===== config.mk =====
export PLATFORM = sky130hd
export DESIGN_NAME = fine_phase_dds
export DESIGN_NICKNAME = d
export VERILOG_FILES = /design/src/rtl/fpd_pkg.sv /design/src/rtl/fpd_step_gen.sv /design/src/rtl/fpd_lanes.sv /design/src/rtl/fpd_encode.sv /design/src/rtl/fine_phase_dds.sv
export SDC_FILE = /design/constraint.sdc
export NUM_CORES = 1
export LEC_CHECK = 0
export BUFFER_PORTS_ARGS = -buffer_cell sky130_fd_sc_hd__clkbuf_2
export CORE_UTILIZATION = 50
export DETAILED_ROUTE_END_ITERATION = 10
export PLACE_DENSITY = 0.66
export SKIP_LAST_GASP = 1
export SYNTH_ARGS = -nofsm -noshare
export SYNTH_HDL_FRONTEND = slang
export SYNTH_SLANG_ARGS = --single-unit

===== constraint.sdc =====
create_clock -name clk -period 6.32 [get_ports clk]
set_input_delay 1.264 -clock clk [delete_from_list [all_inputs] [get_ports clk]]
set_output_delay 1.264 -clock clk [all_outputs]
set_load 0.02 [all_outputs]

===== src/rtl/fpd_pkg.sv =====
package fpd_pkg;

    // Number of sampling lanes and phases; fixed by the 3-bit phase index.
    localparam int PHASES = 8;
    localparam int IDX_W  = $clog2(PHASES);

    typedef logic [PHASES-1:0] lane_vec_t;
    typedef logic [IDX_W-1:0]  phase_idx_t;

    // Converts the set of lanes that rose into a phase number.
    // More lanes rising means an earlier crossing, so the index is PHASES - count.
    function automatic phase_idx_t thermo_to_idx(input lane_vec_t rose);
        int unsigned cnt;
        cnt = 0;
        for (int i = 0; i < PHASES; i++) begin
            cnt += 32'(rose[i]);
        end
        if (cnt == 0) begin
            return '0;
        end
        return phase_idx_t'(PHASES - cnt);
    endfunction

endpackage


===== src/rtl/fpd_step_gen.sv =====
module fpd_step_gen
    import fpd_pkg::*;
#(
    parameter int ACC_W = 16
) (
    input  logic                           clk,
    input  logic [ACC_W-1:0]               tune_word,
    output logic [PHASES-1:0][ACC_W-1:0]   inc_q
);

    localparam int PROD_W = ACC_W + IDX_W;

    typedef struct packed {
        logic [PHASES-1:0][ACC_W-1:0] inc;
    } step_state_t;

    step_state_t st_d, st_q;
    logic [ACC_W-1:0] frac_w [PHASES];

    // Lane g carries floor((g+1) * N / PHASES), built from shifted copies of N.
    for (genvar g = 0; g < PHASES; g++) begin : g_frac
        localparam int MULT = g + 1;
        logic [PROD_W-1:0] prod;
        always_comb begin
            prod = '0;
            for (int b = 0; b <= IDX_W; b++) begin
                if (((MULT >> b) & 1) == 1) begin
                    prod = prod + (PROD_W'(tune_word) << b);
                end
            end
        end
        assign frac_w[g] = prod[PROD_W-1:IDX_W];
    end

    always_comb begin
        st_d = st_q;
        for (int i = 0; i < PHASES; i++) begin
            st_d.inc[i] = frac_w[i];
        end
    end

    always_ff @(posedge clk) begin
        st_q <= st_d;
    end

    assign inc_q = st_q.inc;

endmodule


===== src/rtl/fpd_lanes.sv =====
module fpd_lanes
    import fpd_pkg::*;
#(
    parameter int ACC_W = 16
) (
    input  logic                           clk,
    input  logic                           rst,
    input  logic [PHASES-1:0][ACC_W-1:0]   inc,
    output lane_vec_t                      rose,
    output logic                           coarse_msb
);

    localparam int TOP = PHASES - 1;

    typedef struct packed {
        logic [ACC_W-1:0]            acc;
        logic [TOP-1:0][ACC_W-1:0]   lane;
        lane_vec_t                   hist;
    } lane_state_t;

    lane_state_t st_d, st_q;
    lane_vec_t   msb_now;

    // The top lane is the accumulator itself; the others are taps on it.
    always_comb begin
        for (int i = 0; i < TOP; i++) begin
            msb_now[i] = st_q.lane[i][ACC_W-1];
        end
        msb_now[TOP] = st_q.acc[ACC_W-1];
    end

    always_comb begin
        st_d     = st_q;
        st_d.acc = st_q.acc + inc[TOP];
        for (int i = 0; i < TOP; i++) begin
            st_d.lane[i] = st_q.acc + inc[i];
        end
        st_d.hist = msb_now;
        if (rst) begin
            st_d = '0;
        end
    end

    always_ff @(posedge clk) begin
        st_q <= st_d;
    end

    assign rose       = msb_now & ~st_q.hist;
    assign coarse_msb = msb_now[TOP];

endmodule


===== src/rtl/fpd_encode.sv =====
module fpd_encode
    import fpd_pkg::*;
(
    input  logic        clk,
    input  logic        rst,
    input  lane_vec_t   rose,
    output phase_idx_t  phase_index,
    output logic        phase_valid,
    output lane_vec_t   thermo_q
);

    typedef struct packed {
        lane_vec_t  thermo;
        phase_idx_t idx;
        logic       valid;
    } enc_state_t;

    enc_state_t st_d, st_q;

    // Stage 1 captures the rise pattern; stage 2 encodes it. Only a rise on the
    // main lane opens an event, so lanes that rise late are dropped.
    always_comb begin
        st_d        = st_q;
        st_d.thermo = rose;
        st_d.valid  = st_q.thermo[PHASES-1];
        if (st_q.thermo[PHASES-1]) begin
            st_d.idx = thermo_to_idx(st_q.thermo);
        end
        if (rst) begin
            st_d = '0;
        end
    end

    always_ff @(posedge clk) begin
        st_q <= st_d;
    end

    assign phase_index = st_q.idx;
    assign phase_valid = st_q.valid;
    assign thermo_q    = st_q.thermo;

endmodule


===== src/rtl/fine_phase_dds.sv =====
module fine_phase_dds
    import fpd_pkg::*;
#(
    parameter int ACC_W = 16
) (
    input  logic              clk,
    input  logic              rst,
    input  logic [ACC_W-1:0]  tune_word,
    output logic              coarse_msb,
    output logic [2:0]        phase_index,
    output logic              phase_valid
);

    logic [PHASES-1:0][ACC_W-1:0] inc_w;
    lane_vec_t                    rose_w;
    lane_vec_t                    thermo_w;
    phase_idx_t                   idx_w;

    fpd_step_gen #(.ACC_W(ACC_W)) i_step (
        .clk       (clk),
        .tune_word (tune_word),
        .inc_q     (inc_w)
    );

    fpd_lanes #(.ACC_W(ACC_W)) i_lanes (
        .clk        (clk),
        .rst        (rst),
        .inc        (inc_w),
        .rose       (rose_w),
        .coarse_msb (coarse_msb)
    );

    fpd_encode i_enc (
        .clk         (clk),
        .rst         (rst),
        .rose        (rose_w),
        .phase_index (idx_w),
        .phase_valid (phase_valid),
        .thermo_q    (thermo_w)
    );

    assign phase_index = idx_w;

endmodule


==> metrics.csv <==
metric;value;unit
status;finished, final reports clean;
Lkg Pwr;0.003928;uW
final hold vios;0;
Worst Path Arrival;4.76;ns
Final setup violation count;0;
highest clock rate;220.5;MHz
largest family of logic cells by synthesized area;adder cells;
sequential fraction of the synthesis area;28.99;%
synth unique cells;59;
Worst Setup End Kind;flip-flop;
Final Critical Period;4.535;ns
global-route wire length before repair;26990;um
multiplexer area fraction after synthesis;0.8637;%
Synth Flop Type;dfxtp_1;
number of global-route vias before repair;5797;
1st-iter DRT viols;221;
Mean Syn Cell Area;9.472;um2
top-count cell post-synth;ha_1;
CTS Buf Count;9;
initial antenna violation count;0;
worst hold path depth;1;
Syn Nets;962;
Seq. cell area;2142;um2
hold path start;i_lanes.st_q[6]$_SDFF_PP0_;
GRT Max-Usage Layer;met2;
setup TNS;0;ns
met3 Resource Use GR;2.860;%
Period Utilization, post-route;71.76;%
ANT nets after route;0;
cells on worst reg2reg path;10;
worst skew pair latency;0.36;ns
met1 Resource Use GR;28.70;%
Buffers on Ports;22;
clock slew at reported path FFs;0.07;ns
area delta synth->final;8.823;%
clock sinks;107;
CTS root buffer;clkbuf_16;
H-Tree Depth;3;
Mapped Cells;780;
postcts setup bufs;0;
Worst slew margin;59.31;%
via/cell ratio;5.789;
Multi-input gate area;5085;um2
worst reg2reg path startpoint;i_enc.thermo_q[0]$_SDFF_PP0_;
Slew @ Worst Pin;0.6095;ns
CTS Hold Bufs;0;
ys async rst share;0;%
die width;123.6;um
nets;989;
Final Util;55.53;%
RSZ-0062 raised after global routing;no;
post-cts sizing count;0;
overflow left after global routing;0;
Simple-Gate Fraction of Synth Area;13.68;%
RePlAce Congestion;0.7907;
hold endpoint;i_enc.thermo_q[6]$_SDFF_PP0_;
HP Class;flip-flop to flip-flop;
Routed WL;16260;um
pwr dens;375.6;nW/um2
clock tree buffer depth;2;
# DRC;0;
crit-path max FO;8;
share of the synthesized area in the top cell type;28.99;%
Total GRT Usage;22.92;%
Filler Cells Inserted;1262;
Post-Synth Adder-Cell Area;28.59;%
HPWL Detailed;12950;um
VDD IR max;175.9;uV
fin worst setup slack;1.785;ns
CTS tree;built;
area leader, netlist;dfxtp_1;
area of the die;15270;um2
fin. max-slew vios;0;
synthesized flop and latch total;107;
Starting Density;51.03;%
top cells by count, synth;ha_1, dfxtp_1, a21oi_1;
router iterations before antenna repair;4;
top cells by area, synth;dfxtp_1, ha_1, a21o_1, a21oi_1, xnor2_1;
number of diodes;0;
Final Skew;0.01015;ns
Setup crit start kind;input port;
drt wl/cell;16.32;um
layout cells sized above 1;7.143;%
grt met2 use;40.33;%
critical path data required time;6.55;ns
Worst Path Class, Setup;input port to flip-flop;
Ys Warns;0;
core box area;14480;um2
Reg-to-Reg End;i_enc.phase_index[2]$_SDFFE_PP0P_;
Mapped Area;7388;um2
vias;5766;
FP Rows;44;
number of synthesized flops with an enable pin;0;
complex-gate fraction of the synthesized area;20.24;%
setup slack, reg-to-reg;3.30;ns
io pins;23;
pre-CTS setup slack;1.426;ns
pin count of the biggest net entering global routing;39;
Max-cap violations;0;
die height;123.6;um
Synth Area in XOR/XNOR;5.453;%
-- cell families (layout without fill, tap and decap cells) --
| logic type | count (synthesis) | in the layout |
|---|---|---|
| AO/OA/AOI/OAI | 225 | 225 |
| XOR/XNOR | 46 | 46 |
| adder cells (fa/ha/maj) | 164 | 164 |
| buffers and inverters | 42 | 74 |
| flip-flops | 107 | 107 |
| multiplexers | 6 | 6 |
| AND/OR/NAND/NOR | 190 | 190 |
-- worst max path at each step --
stage | start | endpoint | slack (ns) | depth (start not counted)
final | tune_word[2] | i_step.inc_q[111]$_DFF_P_ | 1.78 | 16
after CTS | tune_word[2] | i_step.inc_q[111]$_DFF_P_ | 1.82 | 16
after global routing | tune_word[2] | i_step.inc_q[111]$_DFF_P_ | 1.46 | 16
after detailed placement | tune_word[2] | i_step.inc_q[111]$_DFF_P_ | 1.43 | 16
after global placement | tune_word[2] | i_step.inc_q[111]$_DFF_P_ | 1.60 | 16
after floorplan | tune_word[2] | i_step.inc_q[110]$_DFF_P_ | 2.05 | 14
-- placed cells by master, fill, tap and decap left out, types with 13 or more instances in the layout --
cell type,Yosys,routed
xnor2_1,31,31
xor2_1,15,15
nand4_1,13,13
o21ai_0,37,37
nand2_1,27,27
dfxtp_1,107,107
inv_1,35,35
nor2b_1,31,31
clkbuf_2,0,22
ha_1,156,156
a21oi_1,60,60
nand3_1,15,15
nor2_1,46,46
a21o_1,48,48
-- flip-flops by register name, indices dropped and copies added, names as in the netlist --
name,flops
i_enc.phase_index,3
i_enc.phase_valid,1
i_enc.thermo_q,8
i_lanes.coarse_msb,1
i_lanes.msb_now,7
i_lanes.st_q,23
i_step.inc_q,64
-- metrics by stage --
stage          power (uW)  hold WS (ns)  area [um2]  std cells
5_1_grt              3299        0.4014        8040        996
4_1_cts              3037        0.3770        8040        996
3_3_place_gp         2319        0.3713        7706        980
3_5_place_dp         2397        0.3767        7706        980
6_report             3020        0.3724        8040        996
2_1_floorplan        2038        0.3674        7388        780
-- critical path, cell delays in order --
cell and delay, ns:
clkbuf_2 0.15, ha_1 0.38, nor2b_1 0.16, o21a_1 0.18
o21ai_0 0.29, nand2b_1 0.10, a211oi_1 0.24, nor2_1 0.10
ha_1 0.38, o21ai_0 0.20, nand2b_1 0.08, a31oi_1 0.25
o21ai_0 0.16, a31o_2 0.28, o41ai_1 0.38, o21ai_0 0.16
-- final cells by class --
cell class,count,share of cell area [%]
Sequential cell,107,26.64
Timing Repair Buffer,23,1.463
Clock buffer,10,2.972
Inverter,35,1.634
Clock inverter,6,1.183
Multi-Input combinational cell,631,63.24
Tap cell,184,2.863
-- metal layers --
| metal | vias to the layer above | routed length (um) |
|---|---|---|
| met5 | - | 0 |
| met4 | 0 | 315 |
| met3 | 23 | 314 |
| met2 | 69 | 7728 |
| met1 | 2738 | 7901 |
| li1 | 2936 | - |
-- power by group --
group | internal (uW) | switching, uW | total, uW
sequential | 852 | 187 | 1040
combinational | 641 | 711 | 1350
clock | 363 | 266 | 629
total | 1860 | 1160 | 3020
Note: power is estimated with default switching activity, not from simulation.
